### config.mk
export PLATFORM = sky130hd
export DESIGN_NAME = limptr_dir
export DESIGN_NICKNAME = d
export VERILOG_FILES = /design/src/rtl/limptr_pkg.sv /design/src/rtl/lpd_entry_store.sv /design/src/rtl/lpd_ptr_match.sv /design/src/rtl/lpd_inval_seq.sv /design/src/rtl/limptr_dir.sv
export SDC_FILE = /design/constraint.sdc
export NUM_CORES = 1
export LEC_CHECK = 0
export ABC_CLOCK_PERIOD_IN_PS = 7900
export CAP_MARGIN = 40
export CORE_MARGIN = 2
export CORE_UTILIZATION = 50
export CTS_CLUSTER_SIZE = 16
export DETAILED_ROUTE_END_ITERATION = 8
export PLACE_DENSITY = 0.67
export SKIP_CTS_REPAIR_TIMING = 1
export SLEW_MARGIN = 20
export SYNTH_ARGS = -nofsm -noshare
export SYNTH_HDL_FRONTEND = slang
export SYNTH_SLANG_ARGS = --single-unit
### constraint.sdc
create_clock -name clk -period 7.9 [get_ports clk]
set_input_delay 1.58 -clock clk [delete_from_list [all_inputs] [get_ports clk]]
set_output_delay 1.58 -clock clk [all_outputs]
set_load 0.02 [all_outputs]
### src/rtl/limptr_pkg.sv
// Shared types for the limited-pointer directory controller.
// Assumes: nothing beyond IEEE 1800-2017.
package limptr_pkg;

    typedef enum logic [1:0] {
        BLK_UNCACHED = 2'd0,
        BLK_SHARED   = 2'd1,
        BLK_EXCL     = 2'd2,
        BLK_OVERFLOW = 2'd3
    } blk_state_e;

    typedef enum logic [1:0] {
        RSP_SHARED  = 2'd0,
        RSP_EXCL    = 2'd1,
        RSP_TRAPPED = 2'd2
    } rsp_kind_e;

    typedef enum logic {
        CTL_IDLE = 1'b0,
        CTL_BUSY = 1'b1
    } ctl_state_e;

endpackage

### src/rtl/lpd_entry_store.sv
// Directory entry array: per block a state, pointer valid bits and pointers.
// Assumes: one write per cycle; the read is combinational on rd_blk.
module lpd_entry_store
    import limptr_pkg::*;
#(
    parameter int NODE_W = 6,
    parameter int SLOTS  = 4,
    parameter int BLK_W  = 4
) (
    input  logic                           clk,
    input  logic                           rst_n,
    input  logic [BLK_W-1:0]               rd_blk,
    output blk_state_e                     rd_state,
    output logic [SLOTS-1:0]               rd_valid,
    output logic [SLOTS-1:0][NODE_W-1:0]   rd_ptrs,
    input  logic                           we,
    input  logic [BLK_W-1:0]               wr_blk,
    input  blk_state_e                     wr_state,
    input  logic [SLOTS-1:0]               wr_valid,
    input  logic [SLOTS-1:0][NODE_W-1:0]   wr_ptrs
);
    localparam int BLOCKS = 1 << BLK_W;

    blk_state_e                   st_q  [BLOCKS];
    logic [SLOTS-1:0]             vld_q [BLOCKS];
    logic [SLOTS-1:0][NODE_W-1:0] ptr_q [BLOCKS];

    // Read port: expose the addressed entry.
    assign rd_state = st_q[rd_blk];
    assign rd_valid = vld_q[rd_blk];
    assign rd_ptrs  = ptr_q[rd_blk];

    // State and valid bits: cleared at reset, written on we.
    always_ff @(posedge clk) begin
        if (!rst_n) begin
            for (int b = 0; b < BLOCKS; b++) begin
                st_q[b]  <= BLK_UNCACHED;
                vld_q[b] <= '0;
            end
        end else if (we) begin
            st_q[wr_blk]  <= wr_state;
            vld_q[wr_blk] <= wr_valid;
        end
    end

    // Pointer contents: meaningful only under their valid bits, so no reset.
    always_ff @(posedge clk) begin
        if (we) begin
            ptr_q[wr_blk] <= wr_ptrs;
        end
    end


    // shared_nonempty_chk
    shared_nonempty_chk: assert property (@(posedge clk) disable iff (!rst_n)
        (we && wr_state == BLK_SHARED) |-> (wr_valid != '0));

endmodule

### src/rtl/lpd_ptr_match.sv
// Compares a node against an entry's pointers and finds the lowest free one.
// Assumes: a correct entry holds no node twice.
module lpd_ptr_match #(
    parameter int NODE_W = 6,
    parameter int SLOTS  = 4,
    parameter int IDX_W  = 2
) (
    input  logic [SLOTS-1:0]             valid,
    input  logic [SLOTS-1:0][NODE_W-1:0] ptrs,
    input  logic [NODE_W-1:0]            node,
    output logic                         hit,
    output logic [SLOTS-1:0]             hit_mask,
    output logic                         free_avail,
    output logic [IDX_W-1:0]             free_idx
);
    // One comparator per pointer.
    for (genvar g = 0; g < SLOTS; g++) begin : g_cmp
        assign hit_mask[g] = valid[g] && (ptrs[g] == node);
    end

    assign hit        = |hit_mask;
    assign free_avail = ~&valid;

    // Lowest free pointer wins.
    always_comb begin
        free_idx = '0;
        for (int i = SLOTS - 1; i >= 0; i--) begin
            if (!valid[i]) free_idx = IDX_W'(i);
        end
    end

endmodule

### src/rtl/lpd_inval_seq.sv
// Issues one invalidation per cycle for a pointer mask, lowest first, and
// counts acknowledgements; done rises once every one sent has been acked.
// Assumes: start only when idle, with a non-empty mask; acks follow invalidations.
module lpd_inval_seq #(
    parameter int NODE_W = 6,
    parameter int SLOTS  = 4,
    parameter int IDX_W  = 2
) (
    input  logic                         clk,
    input  logic                         rst_n,
    input  logic                         start,
    input  logic [SLOTS-1:0]             start_mask,
    input  logic [SLOTS-1:0][NODE_W-1:0] start_ptrs,
    input  logic                         ack,
    output logic                         inv_valid,
    output logic [NODE_W-1:0]            inv_node,
    output logic                         done
);
    localparam int CNT_W = $clog2(SLOTS + 1);

    logic                         run_q;
    logic [SLOTS-1:0]             pend_q;
    logic [SLOTS-1:0][NODE_W-1:0] ptrs_q;
    logic [CNT_W-1:0]             sent_q;
    logic [CNT_W-1:0]             acks_q;
    logic [IDX_W-1:0]             low_idx;

    // Select the lowest pending pointer.
    always_comb begin
        low_idx = '0;
        for (int i = SLOTS - 1; i >= 0; i--) begin
            if (pend_q[i]) low_idx = IDX_W'(i);
        end
    end

    assign inv_valid = run_q && (pend_q != '0);
    assign inv_node  = ptrs_q[low_idx];
    assign done      = run_q && (pend_q == '0) && (acks_q == sent_q);

    // Run control, pending mask and the two counters.
    always_ff @(posedge clk) begin
        if (!rst_n) begin
            run_q  <= 1'b0;
            pend_q <= '0;
            sent_q <= '0;
            acks_q <= '0;
        end else if (start) begin
            run_q  <= 1'b1;
            pend_q <= start_mask;
            sent_q <= '0;
            acks_q <= '0;
        end else if (run_q) begin
            if (inv_valid) begin
                pend_q <= pend_q & ~(SLOTS'(1) << low_idx);
                sent_q <= sent_q + CNT_W'(1);
            end
            if (ack && !done) acks_q <= acks_q + CNT_W'(1);
            if (done) run_q <= 1'b0;
        end
    end

    // Latch the pointer list at start.
    always_ff @(posedge clk) begin
        if (start) ptrs_q <= start_ptrs;
    end


    // ack_bound_chk
    ack_bound_chk: assert property (@(posedge clk) disable iff (!rst_n)
        run_q |-> (acks_q <= sent_q));


    // start_idle_chk
    start_idle_chk: assert property (@(posedge clk) disable iff (!rst_n)
        start |-> (!run_q && start_mask != '0));

endmodule

### src/rtl/limptr_dir.sv
// Limited-pointer directory controller for one memory module. Reads record
// sharers; writes invalidate other sharers and wait for acks; a pointer
// overflow (or any request with zero pointers) traps to the local processor
// and the block stays software-managed from then on.
// Assumes: single-cycle request pulses; trap_done pulses only after trap_valid.
module limptr_dir
    import limptr_pkg::*;
#(
    parameter int NODE_W   = 6,
    parameter int NUM_PTRS = 4,
    parameter int BLK_W    = 4
) (
    input  logic              clk,
    input  logic              rst_n,
    input  logic              req_valid,
    input  logic              req_write,
    input  logic [NODE_W-1:0] req_node,
    input  logic [BLK_W-1:0]  req_blk,
    input  logic              ack_valid,
    input  logic              trap_done,
    output logic              rsp_valid,
    output logic [1:0]        rsp_kind,
    output logic [NODE_W-1:0] rsp_node,
    output logic              nak_valid,
    output logic [NODE_W-1:0] nak_node,
    output logic              inv_valid,
    output logic [NODE_W-1:0] inv_node,
    output logic              trap_valid,
    output logic [BLK_W-1:0]  trap_blk,
    output logic [NODE_W-1:0] trap_node,
    output logic              trap_write
);
    localparam bit ZERO_PTR = (NUM_PTRS == 0);
    localparam int SLOTS    = ZERO_PTR ? 1 : NUM_PTRS;
    localparam int IDX_W    = (SLOTS > 1) ? $clog2(SLOTS) : 1;

    ctl_state_e                   ctl_q, ctl_n;
    logic [NODE_W-1:0]            cur_node_q;
    logic [BLK_W-1:0]             cur_blk_q;
    logic                         cur_write_q;

    blk_state_e                   rd_state;
    logic [SLOTS-1:0]             rd_valid;
    logic [SLOTS-1:0][NODE_W-1:0] rd_ptrs;
    logic                         we;
    logic [BLK_W-1:0]             wr_blk;
    blk_state_e                   wr_state;
    logic [SLOTS-1:0]             wr_valid;
    logic [SLOTS-1:0][NODE_W-1:0] wr_ptrs;

    logic                         hit, free_avail;
    logic [SLOTS-1:0]             hit_mask;
    logic [IDX_W-1:0]             free_idx;

    logic                         seq_start, seq_done;
    logic [SLOTS-1:0]             seq_mask;

    logic                         rsp_v_n, nak_v_n, trap_set;
    logic [1:0]                   rsp_k_n;
    logic [NODE_W-1:0]            rsp_node_n;
    logic                         needs_trap;
    logic [SLOTS-1:0]             other_mask;

    lpd_entry_store #(.NODE_W(NODE_W), .SLOTS(SLOTS), .BLK_W(BLK_W)) u_store (
        .clk(clk), .rst_n(rst_n),
        .rd_blk(req_blk), .rd_state(rd_state), .rd_valid(rd_valid), .rd_ptrs(rd_ptrs),
        .we(we), .wr_blk(wr_blk), .wr_state(wr_state), .wr_valid(wr_valid), .wr_ptrs(wr_ptrs)
    );

    lpd_ptr_match #(.NODE_W(NODE_W), .SLOTS(SLOTS), .IDX_W(IDX_W)) u_match (
        .valid(rd_valid), .ptrs(rd_ptrs), .node(req_node),
        .hit(hit), .hit_mask(hit_mask), .free_avail(free_avail), .free_idx(free_idx)
    );

    lpd_inval_seq #(.NODE_W(NODE_W), .SLOTS(SLOTS), .IDX_W(IDX_W)) u_seq (
        .clk(clk), .rst_n(rst_n),
        .start(seq_start), .start_mask(seq_mask), .start_ptrs(rd_ptrs),
        .ack(ack_valid), .inv_valid(inv_valid), .inv_node(inv_node), .done(seq_done)
    );

    assign other_mask = rd_valid & ~hit_mask;
    assign needs_trap = ZERO_PTR || (rd_state == BLK_OVERFLOW) ||
                        (!req_write && rd_state != BLK_EXCL && !hit && !free_avail);

    // Request decode and completion: picks the response, entry update and next state.
    always_comb begin
        ctl_n      = ctl_q;
        rsp_v_n    = 1'b0;
        rsp_k_n    = RSP_SHARED;
        rsp_node_n = req_node;
        nak_v_n    = 1'b0;
        trap_set   = 1'b0;
        seq_start  = 1'b0;
        seq_mask   = other_mask;
        we         = 1'b0;
        wr_blk     = req_blk;
        wr_state   = rd_state;
        wr_valid   = rd_valid;
        wr_ptrs    = rd_ptrs;
        if (ctl_q == CTL_BUSY) begin
            nak_v_n = req_valid;
            if (seq_done) begin
                ctl_n       = CTL_IDLE;
                we          = 1'b1;
                wr_blk      = cur_blk_q;
                wr_state    = cur_write_q ? BLK_EXCL : BLK_SHARED;
                wr_valid    = '0;
                wr_valid[0] = 1'b1;
                wr_ptrs[0]  = cur_node_q;
                rsp_v_n     = 1'b1;
                rsp_k_n     = cur_write_q ? RSP_EXCL : RSP_SHARED;
                rsp_node_n  = cur_node_q;
            end
        end else if (req_valid) begin
            if (trap_valid && req_blk == trap_blk) begin
                nak_v_n = 1'b1;
            end else if (needs_trap) begin
                if (trap_valid) begin
                    nak_v_n = 1'b1;
                end else begin
                    trap_set = 1'b1;
                    we       = 1'b1;
                    wr_state = BLK_OVERFLOW;
                    rsp_v_n  = 1'b1;
                    rsp_k_n  = RSP_TRAPPED;
                end
            end else if (req_write) begin
                if (other_mask == '0) begin
                    we          = 1'b1;
                    wr_state    = BLK_EXCL;
                    wr_valid    = '0;
                    wr_valid[0] = 1'b1;
                    wr_ptrs[0]  = req_node;
                    rsp_v_n     = 1'b1;
                    rsp_k_n     = RSP_EXCL;
                end else begin
                    seq_start = 1'b1;
                    ctl_n     = CTL_BUSY;
                end
            end else if (hit) begin
                rsp_v_n = 1'b1;
            end else if (rd_state == BLK_EXCL) begin
                seq_start = 1'b1;
                ctl_n     = CTL_BUSY;
            end else begin
                we                = 1'b1;
                wr_state          = BLK_SHARED;
                wr_valid[free_idx] = 1'b1;
                wr_ptrs[free_idx]  = req_node;
                rsp_v_n           = 1'b1;
            end
        end
    end

    // Control state and the request held during an invalidation run.
    always_ff @(posedge clk) begin
        if (!rst_n) begin
            ctl_q       <= CTL_IDLE;
            cur_node_q  <= '0;
            cur_blk_q   <= '0;
            cur_write_q <= 1'b0;
        end else begin
            ctl_q <= ctl_n;
            if (seq_start) begin
                cur_node_q  <= req_node;
                cur_blk_q   <= req_blk;
                cur_write_q <= req_write;
            end
        end
    end

    // Registered response and NACK outputs.
    always_ff @(posedge clk) begin
        if (!rst_n) begin
            rsp_valid <= 1'b0;
            rsp_kind  <= RSP_SHARED;
            rsp_node  <= '0;
            nak_valid <= 1'b0;
            nak_node  <= '0;
        end else begin
            rsp_valid <= rsp_v_n;
            rsp_kind  <= rsp_k_n;
            rsp_node  <= rsp_node_n;
            nak_valid <= nak_v_n;
            nak_node  <= req_node;
        end
    end

    // Trap register: set by an overflowing request, cleared by trap_done.
    always_ff @(posedge clk) begin
        if (!rst_n) begin
            trap_valid <= 1'b0;
            trap_blk   <= '0;
            trap_node  <= '0;
            trap_write <= 1'b0;
        end else if (trap_set) begin
            trap_valid <= 1'b1;
            trap_blk   <= req_blk;
            trap_node  <= req_node;
            trap_write <= req_write;
        end else if (trap_done) begin
            trap_valid <= 1'b0;
        end
    end


    // busy_nak_chk
    busy_nak_chk: assert property (@(posedge clk) disable iff (!rst_n)
        (req_valid && ctl_q == CTL_BUSY) |=> nak_valid);


    // trap_hold_chk
    trap_hold_chk: assert property (@(posedge clk) disable iff (!rst_n)
        (trap_valid && !trap_done) |=> (trap_valid && $stable(trap_blk) && $stable(trap_node)));


    // zero_trap_chk
    zero_trap_chk: assert property (@(posedge clk) disable iff (!rst_n)
        (ZERO_PTR && rsp_valid) |-> (rsp_kind == RSP_TRAPPED));


    // inv_busy_chk
    inv_busy_chk: assert property (@(posedge clk) disable iff (!rst_n)
        inv_valid |-> (ctl_q == CTL_BUSY));


    // hit_unique_chk
    hit_unique_chk: assert property (@(posedge clk) disable iff (!rst_n)
        (req_valid && ctl_q == CTL_IDLE) |-> $onehot0(hit_mask));

endmodule

==> flow_summary.yaml <==
run_status:
  status: "finished, final reports clean"
hold_path:
  hold_class: "flip-flop to flip-flop"
  holdPathStages: 2
  min_to: "trap_node[4]"
  min-delay-start: "trap_node[4]"
finish:
  fill_cells: 3652
  drive_gt1_frac: 0.2099
  final_cell_mix: "edfxtp_1, nor2_1, mux2i_1, mux4_2, buf_4"
  final_util: 0.5742
  regArea_mm2: 0.01616
  multi_input_area_mm2: 0.007181
  final_nets: 1609
  syn_to_final_growth_pct: 14.12
  layout_commonest_cell: "edfxtp_1"
  antenna_cells: 0
floorplan:
  dieWidth_um: 222.5
  coreArea_mm2: 0.04745
  die_y_um: 222.5
  fp.dieArea_mm2: 0.04950
  ios: 51
  start_util: 0.5031
  num_rows: 80
pwr:
  switching_power_w: 0.001677
  clockPowerShare: 0.387
  p_leak_nw: 8.936
  p_comb_frac: 0.116
  p_per_area_mw_per_mm2: 251.0
  intPower_w: 0.005159
  power_frac_seq: 0.497
  ir_worst_vdd_mv: 0.1677
  swShare: 0.2453
critical_path:
  timing.critical_path.from: "req_blk[1]"
  start_kind: "input pin"
  reg2reg_depth: 11
  crit_arrival_ns: 6.50
  r2r_start: "u_store.ptr_q[12][8]"
  r2r-end: "u_store.ptr_q[12][1]"
  critical_path_class: "input pin to flip-flop"
  crit_fanout: 53
  required_ns: 8.21
  crit_buf_inv: 3
  cp_top_family: "simple AND/OR/NAND/NOR gates"
  cpPeakStageDelay_ns: 0.66
  path_cells: "buf_6 > buf_16 > mux4_2 > and3_1 > a2111oi_0 > nand3_1 > o2111ai_1 > nor4bb_1 > or4_4 > o211ai_2 > a31oi_4 > nor2_4 > buf_12"
  slowest_stage: "or4_4"
  r2r_slack_ns: 3.08
  endpoint_kind: "flip-flop"
routing:
  vias: 14005
  drc_errors: 0
  first_pass_iters: 5
  drtIter0Drc: 1615
  wl_per_cell_um: 27.05
  vias_per_cell: 6.213
  wl_mm: 60.98
  ant_nets: 0
grt:
  antenna_found_initial: 2
  use_met3: 0.03742
  grt.total_usage: 0.2496
  grt_remaining_overflow: 0
  grtUsageMet2: 0.4055
  top_usage_layer: "met2"
  grt_pass1_vias: 13982
  grt_max_degree: 76
  grt_pass1_wl_mm: 91.07
  grtUsageMet1: 0.3486
sta:
  finalCritPeriodShare: 0.7826
  grt_setup_unrepaired: "no"
  fmax_mhz: 161.7
  tightest_slew_ns: 0.8893
  hold_viol: 0
  fin_crit_ns: 6.183
  fin_tns_setup_ns: 0
  finClkSkew_ns: 0.02560
  finalSetupViolCount: 0
  maxSlewViolCount: 0
  slew_headroom: 0.4059
clock_tree:
  cts_sinks: 555
  root_buffer: "clkbuf_16"
  cts_inserted_buffers: 56
  cts_tree: "built"
  cts_buffer_depth: 3
  htreeDepth: 2
  path_clk_slew_ns: 0.06
  clock_latency_ns: 0.63
run:
  maxCapViolCount: 0
place:
  gp_congestion: 0.8829
  dp_hpwl_mm: 39.47
  io_buffer_count: 50
logic_synthesis:
  avgSynthCellArea_um2: 15.74
  syn_inst: 1517
  synth_edf_count: 504
  synth_seq_cells: 555
  synth_cell_types: 78
  synth-async-reset-ratio: 0
  ys_seq_area_frac: 0.6768
  synth_flop_cell: "edfxtp_1"
  postSynthNetCount: 1535
  yosysWarningCount: 0
  syn_area_mm2: 0.02387
registers in the layout, summed over array words and instances (netlist names), 2 cells and up:
| signal | cells |
|---|---|
| u_seq.ptrs_q | 24 |
| cur_blk_q | 4 |
| nak_node | 6 |
| u_store.vld_q | 64 |
| trap_blk | 4 |
| cur_node_q | 6 |
| rsp_kind | 2 |
| rsp_node | 6 |
| u_seq.sent_q | 3 |
| u_seq.pend_q | 4 |
| u_store.st_q | 32 |
| trap_node | 6 |
| u_store.ptr_q | 384 |
| u_seq.acks_q | 3 |
per-stage QoR:
| stage | total power (W) | instances | cell area (µm²) | setup WS [ns] | hold slack (ns) |
|---|---|---|---|---|---|
| floorplan | 0.003928 | 1517 | 23870 | 1.960 | 0.4436 |
| global placement | 0.004209 | 2136 | 25190 | 1.099 | 0.4632 |
| detailed placement | 0.004238 | 2145 | 25330 | 1.119 | 0.4674 |
| CTS | 0.006864 | 2251 | 27170 | 1.738 | 0.4752 |
| global route | 0.007042 | 2254 | 27240 | 1.474 | 0.4960 |
| finish | 0.006837 | 2254 | 27240 | 1.717 | 0.4749 |
power by group through the flow:
stage	registers, W	logic, W	clock network (W)
2_1_floorplan	0.00345	0.000476	0
3_3_place_gp	0.00346	0.000753	0
3_5_place_dp	0.00346	0.000779	0
4_1_cts	0.00340	0.000782	0.00269
5_1_grt	0.00340	0.000841	0.00280
6_report	0.00340	0.000791	0.00265
synthesized netlist by cell type (all sizes together), types with 10 or more instances:
library cell  number  share of area
a21oi             51          0.011
inv               18         0.0028
nand4             10         0.0026
xor2              13         0.0048
mux2              45          0.021
xnor2             13         0.0048
mux4              86          0.081
nor2             147          0.023
nand2             56         0.0088
dfxtp             51          0.043
nor4              12         0.0037
a31oi             17         0.0045
buf               67          0.021
nor3              46          0.015
edfxtp           504           0.63
a22oi             24         0.0075
nand3             25         0.0052
clkbuf            39         0.0061
mux2i             98          0.041
o21ai             64          0.013
worst register-to-register path, delay by kind of cell, from the launching register on:
kind / cells / cell delay, ns
AO/OA/AOI/OAI: 4 / 1.70
buffers and inverters: 1 / 0.24
flip-flops: 1 / 0.37
multiplexers: 1 / 0.49
AND/OR/NAND/NOR: 5 / 1.72
kinds of logic (layout without fill, tap and decap cells):
| logic type | Yosys count | in the layout | share of synthesized area |
|---|---|---|---|
| compound gates | 233 | 233 | 0.06542 |
| buf+inv | 127 | 249 | 0.03024 |
| flops | 555 | 555 | 0.6768 |
| mux | 229 | 229 | 0.1435 |
| fa+ha+maj | 2 | 2 | 0.001048 |
| simple gates | 345 | 345 | 0.07349 |
| xor+xnor | 26 | 26 | 0.009540 |
final cells by class:
class | count | area share
Sequential cell | 555 | 0.5931
Multi-Input combinational cell | 835 | 0.2636
Clock buffer | 73 | 0.05493
Timing Repair Buffer | 122 | 0.04437
Tap cell | 615 | 0.02825
Clock inverter | 33 | 0.01291
Inverter | 21 | 0.002894
worst max-delay path by stage:
stage / slack (ns) / cells after the start / to
after floorplan: 1.96 / 15 / u_store.ptr_q[6][0]
after global placement: 1.10 / 12 / u_store.ptr_q[12][3]
after detailed placement: 1.12 / 13 / u_store.ptr_q[12][5]
after CTS: 1.74 / 13 / u_store.ptr_q[12][1]
after global routing: 1.47 / 12 / u_store.vld_q[13][0]
final: 1.72 / 13 / u_store.ptr_q[12][1]
routing by layer:
layer | vias up | share of wire | wire length, µm
met3 | 98 | 0.080 | 4882
met4 | 2 | 0.027 | 1669
li1 | 6111 | - | -
met5 | - | 0.00021 | 13
met1 | 7167 | 0.41 | 24950
met2 | 627 | 0.48 | 29460
(Power assumes the default switching activity.)
